[config.mk]
export PLATFORM = sky130hd
export DESIGN_NAME = adc_pair_demux
export DESIGN_NICKNAME = d
export VERILOG_FILES = /design/src/rtl/adc_pair_demux.sv
export SDC_FILE = /design/constraint.sdc
export NUM_CORES = 1
export LEC_CHECK = 0
export ABC_CLOCK_PERIOD_IN_PS = 2000
export BUFFER_PORTS_ARGS = -buffer_cell sky130_fd_sc_hd__buf_2
export CELL_PAD_IN_SITES_DETAIL_PLACEMENT = 1
export CELL_PAD_IN_SITES_GLOBAL_PLACEMENT = 1
export CORE_MARGIN = 5
export CORE_UTILIZATION = 40
export CTS_CLUSTER_SIZE = 12
export DETAILED_ROUTE_END_ITERATION = 12
export PLACE_DENSITY_LB_ADDON = 0.1
export SYNTH_ARGS = -nofsm -noshare
export SYNTH_HDL_FRONTEND = slang
export SYNTH_SLANG_ARGS = --single-unit
[constraint.sdc]
create_clock -name clk -period 2 [get_ports clk]
set_input_delay 0.1 -clock clk [delete_from_list [all_inputs] [get_ports clk]]
set_output_delay 0.1 -clock clk [all_outputs]
set_load 0.02 [all_outputs]
[src/rtl/adc_pair_demux.sv]
module adc_pair_demux #(
  parameter int SAMPLES_PER_CH = 2040,
  parameter int DATA_W         = 12,
  parameter int WORD_W         = 16,
  parameter int SETTLE_CYCLES  = 75
) (
  input  logic                              clk,
  input  logic                              rst_n,
  input  logic                              start,
  input  logic                              circ_mode,
  input  logic                              settle_en,
  input  logic                              eos_in,
  input  logic                              eoc_in,
  input  logic [DATA_W-1:0]                 conv_data,
  output logic                              mux_sel,
  output logic                              soc,
  output logic                              wr_en_a,
  output logic [$clog2(SAMPLES_PER_CH)-1:0] wr_addr_a,
  output logic                              wr_en_b,
  output logic [$clog2(SAMPLES_PER_CH)-1:0] wr_addr_b,
  output logic [WORD_W-1:0]                 wr_data,
  output logic                              busy,
  output logic                              done_irq
);
  localparam int TOTAL = 2 * SAMPLES_PER_CH;
  localparam int AW    = $clog2(SAMPLES_PER_CH);
  localparam int CW    = $clog2(TOTAL);
  localparam int DLW   = $clog2(SETTLE_CYCLES + 2);
  localparam bit USE_SETTLE = (SETTLE_CYCLES > 0);

  logic [2:0]     eos_sr, eoc_sr;
  logic           eos_p, eoc_p, accept, last;
  logic [AW-1:0]  ptr_a, ptr_b;
  logic [CW-1:0]  cnt;
  logic [DLW-1:0] dly;
  logic           chan;

  always_ff @(posedge clk or negedge rst_n)
    if (!rst_n) begin
      eos_sr <= '0;
      eoc_sr <= '0;
    end else begin
      eos_sr <= {eos_sr[1:0], eos_in};
      eoc_sr <= {eoc_sr[1:0], eoc_in};
    end

  assign eos_p  = eos_sr[1] & ~eos_sr[2];
  assign eoc_p  = eoc_sr[1] & ~eoc_sr[2];
  assign accept = start & ~busy;
  assign last   = (cnt == CW'(TOTAL - 1));

  always_ff @(posedge clk or negedge rst_n)
    if (!rst_n) begin
      busy      <= 1'b0;
      soc       <= 1'b0;
      mux_sel   <= 1'b0;
      chan      <= 1'b0;
      ptr_a     <= '0;
      ptr_b     <= '0;
      cnt       <= '0;
      dly       <= '0;
      wr_en_a   <= 1'b0;
      wr_en_b   <= 1'b0;
      wr_addr_a <= '0;
      wr_addr_b <= '0;
      wr_data   <= '0;
      done_irq  <= 1'b0;
    end else begin
      wr_en_a  <= 1'b0;
      wr_en_b  <= 1'b0;
      done_irq <= 1'b0;
      soc      <= 1'b0;
      if (accept) begin
        busy    <= 1'b1;
        soc     <= 1'b1;
        mux_sel <= 1'b0;
        chan    <= 1'b0;
        ptr_a   <= '0;
        ptr_b   <= '0;
        cnt     <= '0;
        dly     <= '0;
      end else if (busy) begin
        if (eos_p) mux_sel <= ~mux_sel;
        if (dly != '0) begin
          dly <= dly - 1'b1;
          if (dly == DLW'(1)) soc <= 1'b1;
        end
        if (eoc_p) begin
          wr_data <= WORD_W'(conv_data);
          if (!chan) begin
            wr_en_a   <= 1'b1;
            wr_addr_a <= ptr_a;
            ptr_a     <= ptr_a + 1'b1;
          end else begin
            wr_en_b   <= 1'b1;
            wr_addr_b <= ptr_b;
            ptr_b     <= ptr_b + 1'b1;
          end
          chan <= ~chan;
          cnt  <= cnt + 1'b1;
          if (last) begin
            done_irq <= 1'b1;
            cnt      <= '0;
            ptr_a    <= '0;
            ptr_b    <= '0;
            chan     <= 1'b0;
            if (!circ_mode) busy <= 1'b0;
          end
          if (!last || circ_mode) begin
            if (settle_en && USE_SETTLE) dly <= DLW'(SETTLE_CYCLES);
            else soc <= 1'b1;
          end
        end
      end
    end

  logic alt_b;
  always_ff @(posedge clk or negedge rst_n)
    if (!rst_n)        alt_b <= 1'b0;
    else if (accept)   alt_b <= 1'b0;
    else if (wr_en_a)  alt_b <= 1'b1;
    else if (wr_en_b)  alt_b <= 1'b0;


  one_buffer_chk: assert property (@(posedge clk) disable iff (!rst_n)
    !(wr_en_a && wr_en_b));

  order_a_chk: assert property (@(posedge clk) disable iff (!rst_n)
    wr_en_a |-> !alt_b);

  order_b_chk: assert property (@(posedge clk) disable iff (!rst_n)
    wr_en_b |-> alt_b);

  quiet_idle_chk: assert property (@(posedge clk) disable iff (!rst_n)
    (wr_en_a || wr_en_b) |-> $past(busy));

  done_pulse_chk: assert property (@(posedge clk) disable iff (!rst_n)
    done_irq |=> !done_irq);

  busy_drop_chk: assert property (@(posedge clk) disable iff (!rst_n)
    $fell(busy) |-> done_irq);

  mux_cause_chk: assert property (@(posedge clk) disable iff (!rst_n)
    !$stable(mux_sel) |-> $past(eos_p || accept));

endmodule

==> metrics <==
outcome finished clean; type of destination of the critical path flop; Sw Pwr 1.72 mW; horizontal extent of the die 112 um; total CTS buffers 9; kind of start point of the critical path flop; number of placed instances with taps included 618; Power Density 965 nW/um2; count of buffers inserted at the top-level ports 58; Clock Sink Count 88; clock period minus final worst setup slack 1.90 ns; maximum level of the CTS H-tree 3; CTS tree yes; post-layout instance count excluding filler cells 653; ys flop type sky130_fd_sc_hd__dfrtp_1; placed inst area 4730 um2; power after layout 4.92 mW; Cell Int Power 3.20 mW; Relative slew margins 56.0%; CTS Buffer Depth 2; final hold slack 0.0426 ns; worst min-delay path class input pin to flop; number of instances in the synthesized netlist 413; Area Overhead vs Synth 23.7%; average vias per placed instance 5.22; Antenna diodes 0; DRT iter0 DRCs 97; Routability Congestion 0.801; post-synthesis sequential area ratio 53.4%; Filler Cells Inserted 1170; Met2 Routed Length 5.29 mm; overall die area 12400 um2; met1 routed wirelength after detailed routing 4.67 mm; Data required, critical path 2.26 ns; Data arrival, critical path 2.16 ns; via count 3410; die boundary height 112 um; Setup WS post-layout 0.0980 ns; portion of total power attributed to combinational logic 27.8%; Layout Nets 538; FMAX 0.526 GHz; FF+latch area 2200 um2; top routing layer in use met4; clock skew 0.0109 ns; cell leakage power 2.49 nW; multi-input combinational cell area 1810 um2; synthesis warning total 0; number of antenna violations at the first check in global routing 0; Worst-Margin Slew 0.657 ns; final core utilization 50.1%; met3 routed WL 254 um; post-synth cell types 56; vias in the first global route 3595; wire per inst 15.9 um; sum of negative setup slack 0 ns; Max-cap violations 0; final HPWL from detailed placement 7.20 mm; total count of max-transition violations in the final report 0; final number of hold-violating endpoints 0; clock network latency to the later pin of the worst-skew pair 0.36 ns; global-route wire length before repair 17.6 mm; Synth async-reset ratio 100%; sum of overflow across all layers after global routing 0; # setup viols final 0; total global-route track usage 17.2%; flip-flop and latch count after synthesis 88; proportion of power drawn by the clock network 22.5%; worst slack after detailed placement 0.0165 ns; pin count of the biggest net entering global routing 50; Detailed Route WL 10.4 mm; core box area 10200 um2; library cell used as clock root buffer sky130_fd_sc_hd__clkbuf_8; clock-pin transition on the worst setup and hold timing paths 0.08 ns; Critical Path Fanout Max 6; fraction of layout instances using a drive strength above 1 25.7%; fraction of the cycle the final worst path needs 95.1%; sw frac 35.0%; DRT Pass-1 Iters 4; row count 37; final standard cell area without fillers 5100 um2; sequential cell fraction of total power 49.7%; DRC viols 0; maximum vdd ir drop 0.363 mV; remaining number of nets flagged by the antenna check after routing 0; count of flip-flops with a built-in enable after synthesis 0; critical path class flop to flop; post-synth design cell area 4120 um2; count of boundary I/O pins 63; Syn Area/Cell 9.98 um2; starting utilization of the core area 40.5%
## synth_stat cells (all sizes together), types with 3 or more instances
library cell   n  area, um2
ha             6       75.1
or4            3       26.3
o21ai         24        143
xnor2          5       43.8
xor2           9       78.8
a22o           4       35.0
and4           4       35.0
nand2         99        372
nand4          9       71.3
a21oi          8       40.0
mux2          11        124
nor3          11       55.1
nor2b          4       25.0
and2           3       18.8
inv            7       26.3
dfrtp         88       2200
a21o           4       30.0
or3            6       37.5
nor2          23       86.3
nand3         14       75.1
buf           10       71.3
o211ai         5       37.5
clkbuf        12       45.0
a32o           6       60.1
o22ai          7       43.8
## metal layers
layer | up-vias | GRT usage (%)
met3 | 15 | 3.15
met4 | 0 | 5.60
met5 | - | 0
li1 | 1646 | -
met1 | 1710 | 22.7
met2 | 39 | 28.9
## final cells by class
type | count | area share (%)
Sequential cell | 88 | 43.2
Multi-Input combinational cell | 300 | 35.4
Timing Repair Buffer | 107 | 14.2
Tap cell | 136 | 3.34
Clock buffer | 10 | 2.70
Clock inverter | 5 | 0.663
Inverter | 7 | 0.515
## cells in the final DEF (no fill, tap or decap), drive strengths merged, types with 5 or more instances in the layout
master       instances
nand4                9
nor3                11
inv                  7
mux2                11
a32o                 6
or3                  6
dfrtp               88
dlygate4sd3         15
o22ai                7
xor2                 9
clkbuf              10
buf                 92
a21oi                8
nor2                23
nand2               99
xnor2                5
nand3               14
ha                   6
o211ai               5
o21ai               24
## state kept, by name, indices dropped and copies added, names as in the netlist
register   flops
cnt           12
wr_data       12
mux_sel        1
ptr_a         11
ptr_b         11
wr_addr_a     11
wr_addr_b     11
eoc_sr         3
done_irq       1
soc            1
chan           1
eos_sr         3
wr_en_b        1
wr_en_a        1
dly            7
busy           1
## power groups by stage
stage	combinational, mW	sequential [mW]	clock (mW)
after floorplan	0.698	2.57	0
after global placement	1.26	2.46	0
after detailed placement	1.31	2.48	0
after CTS	1.34	2.44	1.15
after global routing	1.54	2.50	1.22
final	1.37	2.44	1.11
## cells by family after synthesis
| family | share of synthesized area [%] |
|---|---|
| AO/OA/AOI/OAI | 12.4 |
| other | 0.0910 |
| adder cells (fa/ha/maj) | 1.82 |
| multiplexers | 3.00 |
| AND/OR/NAND/NOR | 22.9 |
| buffers and inverters | 3.46 |
| flip-flops | 53.4 |
| XOR/XNOR | 2.97 |
## final timing paths
path                       startpoint         to  slack (ns)  cells past startpoint
setup / recovery               cnt[0]   ptr_b[9]         0.1                      5
hold / removal              settle_en        soc        0.04                      3
setup reg to reg               cnt[0]   ptr_b[9]         0.1                      5
hold reg to reg             eos_sr[0]  eos_sr[1]        0.36                      0
max in group asynchronous       rst_n   ptr_b[1]        1.17                      3
min in group asynchronous       rst_n     dly[0]        0.22                      2
## worst max-delay path, stage by stage, from the launching register on
cell	delay, ns
sky130_fd_sc_hd__dfrtp_1	0.40
sky130_fd_sc_hd__ha_2	0.23
sky130_fd_sc_hd__nand3_2	0.15
sky130_fd_sc_hd__o41a_1	0.55
sky130_fd_sc_hd__a32o_1	0.26
sky130_fd_sc_hd__a31o_2	0.21
## timing repair
action	4_1_cts	5_1_grt
gates resized for setup	0	3
endpoints found under the setup margin	0	7
hold buffers	15	0
buffers inserted	0	4
hold endpoints to repair	45	0
Note: power is estimated with default switching activity, not from simulation.
